$ cat src/rtl/dma_mc_pkg.sv
package dma_mc_pkg;
  localparam int AW = 32;
  localparam int CW = 16;

  typedef enum logic [3:0] {
    ST_IDLE  = 4'd0,
    ST_READ  = 4'd1,
    ST_WRITE = 4'd2,
    ST_DONE  = 4'd3,
    ST_ERR   = 4'd4
  } eng_state_e;

  typedef struct packed {
    logic [AW-1:0] src;
    logic [AW-1:0] dst;
    logic [CW-1:0] cnt;
    logic [1:0]    size;
    logic          src_inc;
    logic          dst_inc;
  } desc_t;

  function automatic logic [AW-1:0] unit_bytes(input logic [1:0] size);
    case (size)
      2'd0:    return AW'(1);
      2'd1:    return AW'(2);
      default: return AW'(4);
    endcase
  endfunction
endpackage

$ cat src/rtl/dma_mc_regs.sv
module dma_mc_regs
  import dma_mc_pkg::*;
#(
  parameter int NCH = 4,
  parameter int CHW = 2,
  parameter int RAW = 6
) (
  input  logic            clk_i,
  input  logic            rst_ni,
  input  logic            we_i,
  input  logic [RAW-1:0]  addr_i,
  input  logic [31:0]     wdata_i,
  output logic [31:0]     rdata_o,
  input  eng_state_e      state_i,
  input  logic [CHW-1:0]  cur_ch_i,
  input  logic            upd_i,
  input  desc_t           upd_desc_i,
  input  logic            fin_i,
  input  logic            err_i,
  output logic            master_en_o,
  output logic [NCH-1:0]  en_o,
  output logic [NCH-1:0]  mask_o,
  output logic [NCH-1:0]  pri_o,
  output logic [NCH-1:0]  swp_o,
  output desc_t           desc_o [NCH],
  output logic            done_irq_o,
  output logic            err_irq_o
);
  localparam logic [RAW-1:0] A_CFG = RAW'(0),  A_STAT = RAW'(1);
  localparam logic [RAW-1:0] A_ENS = RAW'(2),  A_ENC  = RAW'(3);
  localparam logic [RAW-1:0] A_MSS = RAW'(4),  A_MSC  = RAW'(5);
  localparam logic [RAW-1:0] A_PRS = RAW'(6),  A_PRC  = RAW'(7);
  localparam logic [RAW-1:0] A_ALS = RAW'(8),  A_ALC  = RAW'(9);
  localparam logic [RAW-1:0] A_SWR = RAW'(10), A_IES  = RAW'(11);
  localparam logic [RAW-1:0] A_IEC = RAW'(12), A_FLG  = RAW'(13);
  localparam logic [RAW-1:0] DBASE = RAW'(16);

  logic            master_q;
  logic [NCH-1:0]  en_q, msk_q, pri_q, alt_q, swp_q;
  logic [NCH:0]    ie_q, flg_q;
  desc_t           desc_q [NCH][2];

  logic [NCH-1:0]  wm, hw_clr;
  logic [NCH:0]    wf;
  logic [RAW-1:0]  doff;
  logic [RAW-4:0]  dch;
  logic            dhit;

  assign wm     = wdata_i[NCH-1:0];
  assign wf     = wdata_i[NCH:0];
  assign hw_clr = (fin_i || err_i) ? (NCH'(1) << cur_ch_i) : '0;
  assign doff   = addr_i - DBASE;
  assign dch    = doff[RAW-1:3];
  assign dhit   = (addr_i >= DBASE) && (int'(dch) < NCH);

  function automatic logic [NCH-1:0] wr_bits(input logic [RAW-1:0] a, input logic we,
                                             input logic [RAW-1:0] adr, input logic [NCH-1:0] d);
    return (we && adr == a) ? d : '0;
  endfunction

  always_ff @(posedge clk_i or negedge rst_ni) begin
    if (!rst_ni) begin
      master_q <= 1'b0;
      en_q <= '0; msk_q <= '0; pri_q <= '0; alt_q <= '0; swp_q <= '0;
      ie_q <= '0; flg_q <= '0;
      for (int c = 0; c < NCH; c++)
        for (int a = 0; a < 2; a++) desc_q[c][a] <= '0;
    end else begin
      if (we_i && addr_i == A_CFG) master_q <= wdata_i[0];
      // hardware clear wins over a software set in the same cycle
      en_q  <= (en_q | wr_bits(A_ENS, we_i, addr_i, wm)) & ~wr_bits(A_ENC, we_i, addr_i, wm) & ~hw_clr;
      msk_q <= (msk_q | wr_bits(A_MSS, we_i, addr_i, wm)) & ~wr_bits(A_MSC, we_i, addr_i, wm);
      pri_q <= (pri_q | wr_bits(A_PRS, we_i, addr_i, wm)) & ~wr_bits(A_PRC, we_i, addr_i, wm);
      alt_q <= (alt_q | wr_bits(A_ALS, we_i, addr_i, wm)) & ~wr_bits(A_ALC, we_i, addr_i, wm);
      swp_q <= (swp_q | wr_bits(A_SWR, we_i, addr_i, wm)) & ~hw_clr;
      if (we_i && addr_i == A_IES) ie_q <= ie_q | wf;
      else if (we_i && addr_i == A_IEC) ie_q <= ie_q & ~wf;
      flg_q <= (flg_q & ~((we_i && addr_i == A_FLG) ? wf : '0))
             | {err_i, (fin_i ? hw_clr : NCH'(0))};
      for (int c = 0; c < NCH; c++) begin
        if (we_i && dhit && int'(dch) == c) begin
          case (doff[1:0])
            2'd0: desc_q[c][doff[2]].src <= wdata_i;
            2'd1: desc_q[c][doff[2]].dst <= wdata_i;
            2'd2: desc_q[c][doff[2]] <= {desc_q[c][doff[2]].src, desc_q[c][doff[2]].dst,
                                         wdata_i[CW-1:0], wdata_i[CW+1:CW], wdata_i[CW+2], wdata_i[CW+3]};
            default: ;
          endcase
        end
        if (upd_i && int'(cur_ch_i) == c) begin
          desc_q[c][alt_q[c]].src <= upd_desc_i.src;
          desc_q[c][alt_q[c]].dst <= upd_desc_i.dst;
          desc_q[c][alt_q[c]].cnt <= upd_desc_i.cnt;
        end
      end
    end
  end

  always_comb begin
    for (int c = 0; c < NCH; c++) desc_o[c] = desc_q[c][alt_q[c]];
  end

  always_comb begin
    rdata_o = '0;
    case (addr_i)
      A_CFG:         rdata_o[0] = master_q;
      A_STAT: begin
        rdata_o[0]         = master_q;
        rdata_o[7:4]       = state_i;
        rdata_o[8 +: CHW]  = cur_ch_i;
      end
      A_ENS, A_ENC:  rdata_o[NCH-1:0] = en_q;
      A_MSS, A_MSC:  rdata_o[NCH-1:0] = msk_q;
      A_PRS, A_PRC:  rdata_o[NCH-1:0] = pri_q;
      A_ALS, A_ALC:  rdata_o[NCH-1:0] = alt_q;
      A_SWR:         rdata_o[NCH-1:0] = swp_q;
      A_IES, A_IEC:  rdata_o[NCH:0]   = ie_q;
      A_FLG:         rdata_o[NCH:0]   = flg_q;
      default: if (dhit) begin
        case (doff[1:0])
          2'd0:    rdata_o = desc_q[dch[CHW-1:0]][doff[2]].src;
          2'd1:    rdata_o = desc_q[dch[CHW-1:0]][doff[2]].dst;
          2'd2:    rdata_o = 32'({desc_q[dch[CHW-1:0]][doff[2]].dst_inc, desc_q[dch[CHW-1:0]][doff[2]].src_inc,
                                  desc_q[dch[CHW-1:0]][doff[2]].size, desc_q[dch[CHW-1:0]][doff[2]].cnt});
          default: rdata_o = '0;
        endcase
      end
    endcase
  end

  assign master_en_o = master_q;
  assign en_o        = en_q;
  assign mask_o      = msk_q;
  assign pri_o       = pri_q;
  assign swp_o       = swp_q;
  assign done_irq_o  = |(flg_q[NCH-1:0] & ie_q[NCH-1:0]);
  assign err_irq_o   = flg_q[NCH] & ie_q[NCH];


  fin_clears_en_chk: assert property (@(posedge clk_i) disable iff (!rst_ni)
    fin_i |=> ((en_q & $past(hw_clr)) == '0));

  err_sets_flag_chk: assert property (@(posedge clk_i) disable iff (!rst_ni)
    err_i |=> (flg_q[NCH] && (swp_q & $past(hw_clr)) == '0));

  flag_w1c_chk: assert property (@(posedge clk_i) disable iff (!rst_ni)
    (we_i && addr_i == A_FLG && wdata_i[NCH] && !err_i) |=> !flg_q[NCH]);
endmodule

$ cat src/rtl/dma_mc_arb.sv
module dma_mc_arb #(
  parameter int NCH = 4,
  parameter int CHW = 2
) (
  input  logic [NCH-1:0] elig_i,
  input  logic [NCH-1:0] pri_i,
  output logic           valid_o,
  output logic [CHW-1:0] idx_o
);
  logic [NCH-1:0] hi, cand;

  always_comb begin
    hi      = elig_i & pri_i;
    cand    = (|hi) ? hi : elig_i;
    valid_o = |cand;
    idx_o   = '0;
    for (int i = NCH - 1; i >= 0; i--)
      if (cand[i]) idx_o = CHW'(i);
  end

  always_comb begin

    arb_elig_chk: assert (!valid_o || elig_i[idx_o]);

    arb_pri_chk: assert (!(valid_o && (|(elig_i & pri_i))) || pri_i[idx_o]);
  end
endmodule

$ cat src/rtl/dma_mc_eng.sv
module dma_mc_eng
  import dma_mc_pkg::*;
#(
  parameter int NCH = 4,
  parameter int CHW = 2
) (
  input  logic           clk_i,
  input  logic           rst_ni,
  input  logic           master_en_i,
  input  logic           valid_i,
  input  logic [CHW-1:0] idx_i,
  input  desc_t          desc_i [NCH],
  output logic           bus_req_o,
  output logic           bus_we_o,
  output logic [AW-1:0]  bus_addr_o,
  output logic [1:0]     bus_size_o,
  output logic [31:0]    bus_wdata_o,
  input  logic [31:0]    bus_rdata_i,
  input  logic           bus_ack_i,
  input  logic           bus_err_i,
  output eng_state_e     state_o,
  output logic [CHW-1:0] ch_o,
  output logic           upd_o,
  output desc_t          upd_desc_o,
  output logic           fin_o,
  output logic           err_o
);
  eng_state_e     st_q;
  logic [CHW-1:0] ch_q;
  logic [31:0]    dat_q, rd_masked;
  desc_t          cur;

  assign cur = desc_i[ch_q];

  always_comb begin
    case (cur.size)
      2'd0:    rd_masked = {24'd0, bus_rdata_i[7:0]};
      2'd1:    rd_masked = {16'd0, bus_rdata_i[15:0]};
      default: rd_masked = bus_rdata_i;
    endcase
  end

  always_ff @(posedge clk_i or negedge rst_ni) begin
    if (!rst_ni) begin
      st_q  <= ST_IDLE;
      ch_q  <= '0;
      dat_q <= '0;
    end else begin
      case (st_q)
        ST_IDLE: if (master_en_i && valid_i) begin
          ch_q <= idx_i;
          st_q <= (desc_i[idx_i].cnt == '0) ? ST_DONE : ST_READ;
        end
        ST_READ: if (bus_err_i) st_q <= ST_ERR;
                 else if (bus_ack_i) begin
                   dat_q <= rd_masked;
                   st_q  <= ST_WRITE;
                 end
        ST_WRITE: if (bus_err_i) st_q <= ST_ERR;
                  else if (bus_ack_i) st_q <= (cur.cnt == CW'(1)) ? ST_DONE : ST_IDLE;
        default: st_q <= ST_IDLE;
      endcase
    end
  end

  assign bus_req_o   = (st_q == ST_READ) || (st_q == ST_WRITE);
  assign bus_we_o    = (st_q == ST_WRITE);
  assign bus_addr_o  = (st_q == ST_WRITE) ? cur.dst : cur.src;
  assign bus_size_o  = cur.size;
  assign bus_wdata_o = dat_q;
  assign upd_o       = (st_q == ST_WRITE) && bus_ack_i && !bus_err_i;
  always_comb begin
    upd_desc_o     = cur;
    upd_desc_o.src = cur.src + (cur.src_inc ? unit_bytes(cur.size) : '0);
    upd_desc_o.dst = cur.dst + (cur.dst_inc ? unit_bytes(cur.size) : '0);
    upd_desc_o.cnt = cur.cnt - CW'(1);
  end
  assign fin_o   = (st_q == ST_DONE);
  assign err_o   = (st_q == ST_ERR);
  assign state_o = st_q;
  assign ch_o    = ch_q;


  master_gate_chk: assert property (@(posedge clk_i) disable iff (!rst_ni)
    (st_q == ST_IDLE && !master_en_i) |=> (st_q == ST_IDLE));

  bus_err_chk: assert property (@(posedge clk_i) disable iff (!rst_ni)
    (bus_req_o && bus_err_i) |=> (st_q == ST_ERR && !bus_req_o));

  bus_hold_chk: assert property (@(posedge clk_i) disable iff (!rst_ni)
    (bus_req_o && !bus_ack_i && !bus_err_i) |=> (bus_req_o && $stable(bus_we_o) && $stable(bus_addr_o)));

  no_underflow_chk: assert property (@(posedge clk_i) disable iff (!rst_ni)
    upd_o |-> (cur.cnt != '0));

  ch_hold_chk: assert property (@(posedge clk_i) disable iff (!rst_ni)
    (st_q != ST_IDLE) |=> $stable(ch_q));
endmodule

$ cat src/rtl/dma_mc.sv
module dma_mc
  import dma_mc_pkg::*;
#(
  parameter int NCH = 4,
  parameter int CHW = (NCH > 1) ? $clog2(NCH) : 1,
  parameter int RAW = $clog2(16 + 8 * NCH)
) (
  input  logic            clk_i,
  input  logic            rst_ni,
  input  logic            reg_we_i,
  input  logic [RAW-1:0]  reg_addr_i,
  input  logic [31:0]     reg_wdata_i,
  output logic [31:0]     reg_rdata_o,
  input  logic [NCH-1:0]  hw_req_i,
  output logic            bus_req_o,
  output logic            bus_we_o,
  output logic [31:0]     bus_addr_o,
  output logic [1:0]      bus_size_o,
  output logic [31:0]     bus_wdata_o,
  input  logic [31:0]     bus_rdata_i,
  input  logic            bus_ack_i,
  input  logic            bus_err_i,
  output logic            done_irq_o,
  output logic            err_irq_o
);
  eng_state_e     state;
  logic [CHW-1:0] cur_ch, win_idx;
  logic           upd, fin, err, master_en, win_valid;
  desc_t          upd_desc;
  desc_t          desc [NCH];
  logic [NCH-1:0] en, mask, pri, swp, elig;

  assign elig = en & ~mask & (hw_req_i | swp);

  dma_mc_regs #(.NCH(NCH), .CHW(CHW), .RAW(RAW)) u_regs (
    .clk_i, .rst_ni,
    .we_i(reg_we_i), .addr_i(reg_addr_i), .wdata_i(reg_wdata_i), .rdata_o(reg_rdata_o),
    .state_i(state), .cur_ch_i(cur_ch), .upd_i(upd), .upd_desc_i(upd_desc),
    .fin_i(fin), .err_i(err), .master_en_o(master_en),
    .en_o(en), .mask_o(mask), .pri_o(pri), .swp_o(swp), .desc_o(desc),
    .done_irq_o, .err_irq_o
  );

  dma_mc_arb #(.NCH(NCH), .CHW(CHW)) u_arb (
    .elig_i(elig), .pri_i(pri), .valid_o(win_valid), .idx_o(win_idx)
  );

  dma_mc_eng #(.NCH(NCH), .CHW(CHW)) u_eng (
    .clk_i, .rst_ni,
    .master_en_i(master_en), .valid_i(win_valid), .idx_i(win_idx), .desc_i(desc),
    .bus_req_o, .bus_we_o, .bus_addr_o, .bus_size_o, .bus_wdata_o,
    .bus_rdata_i, .bus_ack_i, .bus_err_i,
    .state_o(state), .ch_o(cur_ch), .upd_o(upd), .upd_desc_o(upd_desc),
    .fin_o(fin), .err_o(err)
  );
endmodule

$ cat config.mk
export PLATFORM = sky130hd
export DESIGN_NAME = dma_mc
export DESIGN_NICKNAME = d
export VERILOG_FILES = /design/src/rtl/dma_mc_pkg.sv /design/src/rtl/dma_mc_regs.sv /design/src/rtl/dma_mc_arb.sv /design/src/rtl/dma_mc_eng.sv /design/src/rtl/dma_mc.sv
export SDC_FILE = /design/constraint.sdc
export NUM_CORES = 2
export LEC_CHECK = 0
export BUFFER_PORTS_ARGS = -buffer_cell sky130_fd_sc_hd__buf_4
export CELL_PAD_IN_SITES_DETAIL_PLACEMENT = 0
export CELL_PAD_IN_SITES_GLOBAL_PLACEMENT = 1
export CORE_MARGIN = 5
export CORE_UTILIZATION = 50
export CTS_BUF_LIST = sky130_fd_sc_hd__clkbuf_16
export DETAILED_ROUTE_END_ITERATION = 7
export GPL_TIMING_DRIVEN = 0
export PLACE_DENSITY = 0.92
export REMOVE_ABC_BUFFERS = 1
export SYNTH_ARGS = -nofsm -noshare
export SYNTH_HDL_FRONTEND = slang
export SYNTH_SLANG_ARGS = --single-unit
$ cat constraint.sdc
create_clock -name clk_i -period 5.65 [get_ports clk_i]
set_clock_uncertainty 0.05 [all_clocks]
set_input_delay 0.565 -clock clk_i [delete_from_list [all_inputs] [get_ports clk_i]]
set_output_delay 0.565 -clock clk_i [all_outputs]
set_load 0.1 [all_outputs]
==> impl_metrics.py <==
metrics = {
    "layout": {
        "instances_no_fill": 6012,
        "final_area_sq_um": 54700,
        "nNetsFinal": 4765,
        "final_util_pct": 57.7,
        "area_growth_pct": 14.6,
        "nFillCells": 7650,
        "drive_above_1_share_pct": 23.7,
    },
    "worst_setup_path": {
        "cpPeakStageDelay_ps": 690,
        "end_kind": "flip-flop",
        "crit_family": "simple AND/OR/NAND/NOR gates",
        "crit_chain": "buf_16 > buf_16 > mux2_2 > a21oi_1 > o21ai_2 > buf_16 > inv_1 > nand2_1 > or2_2 > fa_1 > inv_1 > a21oi_1 > nor3_4 > nand3_2 > nor2_1 > xnor2_1 > a21oi_1",
        "start_kind": "flip-flop",
        "r2r_slack_ps": -40,
        "path_class": "reg -> reg",
        "crit_slowest_cell": "dfrtp_4",
        "r2r-start": "u_regs.alt_q[2]",
        "path_max_fanout": 40,
        "path_buf_inv": 5,
        "cp.required_ps": 6090,
        "crit_arrival_ps": 6120,
        "worst_r2r_endpoint": "u_regs.desc_q[296]",
        "r2r_cells": 17,
    },
    "synth": {
        "synthFlopType": "dfrtp_1",
        "async_flop_share_pct": 100,
        "synth_cell_types": 75,
        "syn_inst": 4674,
        "synthTopCellsByArea": "dfrtp_1 (39%), mux2i_1 (12%), mux4_2 (9.9%), mux2_2 (6.7%), a21oi_1 (4.3%)",
        "yosysWarnings": 0,
        "synth_area_leader_cell": "dfrtp_1",
        "synth.avg_cell_area_sq_um": 10.2,
        "synth_common_cells": "dfrtp_1 (740), mux2i_1 (573), nand2_1 (489)",
        "synth_most_common_cell": "dfrtp_1",
        "yosysSeqAreaShare_pct": 38.8,
        "ys_ff_latch": 740,
        "synth_edf_count": 0,
        "synth.cell_area_sq_um": 47800,
        "synth_top_area_share_pct": 38.8,
    },
    "timing": {
        "slew_headroom_pct": -1.36,
        "fin_tns_setup_ps": -109,
        "worst_slew_pin_slew_ps": 1510,
        "drv_slew": 10,
        "rsz0062_at_grt": "false",
        "fin_ws_ps": -37.7,
        "fmax_mhz": 176,
        "timing.final.hold_violations": 0,
        "period_share_pct": 101,
        "fin_crit_ps": 5690,
        "whs_ps": 33.7,
        "setup_viol": 7,
    },
    "outcome": {
        "status": "finished with violations",
        "violations": "max-capacitance violations, max-slew violations, negative setup slack",
    },
    "clock_tree": {
        "cts_tree": "yes",
        "path_clk_slew_ps": 70,
        "cts.sink_count": 740,
        "cts-root-buf": "clkbuf_16",
        "cts_buffer_depth": 3,
        "cts-buffers-inserted": 82,
        "clk_latency_ps": 680,
        "htree_levels": 3,
    },
    "detailed_routing": {
        "wirelength_mm": 181,
        "vias_per_cell": 7.02,
        "firstDrtPassIters": 6,
        "drtIter0Drc": 6615,
        "wl_per_cell_microns": 30.1,
        "vias": 42193,
        "route.detailed.drc": 0,
        "antenna_left": 0,
    },
    "worst_hold_path": {
        "holdPathStages": 3,
        "hold_path.class": "in -> reg",
        "worstHoldStart": "bus_rdata_i[5]",
        "hold_end": "u_eng.bus_wdata_o[5]",
    },
    "die": {
        "core_sq_um": 94900,
        "dieArea_sq_um": 102000,
        "die_h_microns": 319,
        "start_util_pct": 50.4,
        "rows": 113,
        "die_w_microns": 319,
        "io_pins": 181,
    },
    "global_route": {
        "antenna_found_initial": 3,
        "grt_pass1_vias": 41500,
        "overflow": 0,
        "grt_usage_pct": 34.2,
        "grt_max_degree": 114,
        "grt_pass1_wl_mm": 268,
    },
    "power": {
        "powerDensity_nw_per_um2": 425,
        "leakage_nw": 23.4,
        "ir_drop_uv": 483,
    },
    "place": {
        "gp_congestion": 0.882,
        "place_area_sq_um": 51600,
        "place.port_buffers": 180,
        "dp_hpwl_mm": 115,
        "dp_cells": 5841,
    },
    "run": {
        "max-cap-violations": 1,
    },
}
==> final cells by class <==
cell class	count	area (sq um)	area share [%]
clock buffers	84	2100	3.84
flip-flops and latches	740	18500	33.9
multi-input cells	3456	27500	50.3
repair buffers	368	4120	7.53
well taps	1265	1580	2.89
inverters	27	101	0.185
diodes	3	7.51	0.0137
clock inverters	69	744	1.36
==> state kept, by name (all words and copies together), names as in the netlist, named ones only <==
| name | cells |
|---|---|
| u_regs.alt_q | 4 |
| u_regs.mask_o | 4 |
| u_regs.master_en_o | 1 |
| u_eng.ch_o | 2 |
| u_eng.bus_wdata_o | 32 |
| u_regs.flg_q | 5 |
| u_regs.swp_o | 4 |
| u_eng.state_o | 3 |
| u_regs.en_o | 4 |
| u_regs.desc_q | 640 |
| u_regs.pri_o | 4 |
==> through the flow <==
| step | total power, mW | setup slack [ps] |
|---|---|---|
| 2_1_floorplan | 13.9 | -5850 |
| 3_3_place_gp | 16.9 | -22080 |
| 3_5_place_dp | 17.0 | -1120 |
| 4_1_cts | 22.9 | 11.5 |
| 5_1_grt | 24.0 | 3.30 |
| 6_report | 23.3 | -37.7 |
==> timing repair <==
item,4_1_cts,5_1_grt
buffers inserted,8,6
gates resized for setup,12,5
setup endpoints to repair,327,213
hold endpoints to repair,83,0
pin swaps,3,0
hold buffers,1,0
==> kinds of logic (layout without fill, tap and decap cells) <==
group | count (synthesis) | count (layout) | synth area share (%)
AOI/OAI and AO/OA | 1163 | 1163 | 14.5
xor gates and xnor gates | 75 | 75 | 1.64
adders and majority gates | 11 | 11 | 0.320
buffers and inverters | 478 | 548 | 4.37
DFF | 740 | 740 | 38.8
muxes | 1076 | 1076 | 28.8
other | 0 | 3 | 0
and+or+nand+nor | 1131 | 1131 | 11.5
==> worst max path at each step <==
stage | from | to | slack, ps | cells past startpoint
2_1_floorplan | u_regs.alt_q[1] | u_regs.desc_q[340] | -5850 | 3
3_3_place_gp | u_regs.alt_q[0] | u_regs.desc_q[638] | -22080 | 3
3_5_place_dp | u_regs.alt_q[1] | u_regs.desc_q[378] | -1120 | 17
4_1_cts | u_regs.alt_q[1] | u_regs.desc_q[324] | 10 | 18
5_1_grt | u_regs.alt_q[2] | u_regs.desc_q[116] | 3 | 17
6_report | u_regs.alt_q[2] | u_regs.desc_q[296] | -40 | 17
==> per-layer routing <==
metal	vias up	routed length, microns	global-route usage [%]
met5	-	13	0
met4	2	12600	19.6
met3	849	27000	11.8
met2	3521	76400	49.3
met1	20630	64900	45.0
li1	17191	-	-
==> power breakdown <==
part           leakage, nW  switching (mW)  internal [mW]  total, mW
Combinational         12.4            6.90           3.41       10.3
Sequential            9.60           0.891           6.26       7.15
Clock                 1.44            2.41           3.40       5.81
Total                 23.4            10.2           13.1       23.3
==> cell usage in the layout, fill, tap and decap left out, types with 23 or more instances in the layout <==
cell type,count
a211oi_1,240
a21oi_1,414
a22oi_1,55
and3_1,50
buf_12,30
buf_16,23
buf_4,193
buf_6,103
clkbuf_16,84
dfrtp_1,734
inv_1,34
mux2_2,285
mux2i_1,573
mux4_2,211
nand2_1,477
nand3_1,33
nor2_1,200
nor2b_1,196
o21ai_0,310
o21ai_1,25
o22ai_1,40
xnor2_1,34
==> worst register-to-register path, cell delays in order, from the launching register on <==
cell     delay (ps)
dfrtp_4         690
buf_16          380
buf_16          350
mux2_2          400
a21oi_1         170
o21ai_2         100
buf_16          180
inv_1           120
nand2_1          70
or2_2           330
fa_1            430
inv_1            80
a21oi_1         320
nor3_4          550
nand3_2         350
nor2_1          380
xnor2_1         400
a21oi_1         160
Note: power is estimated with default switching activity, not from simulation.
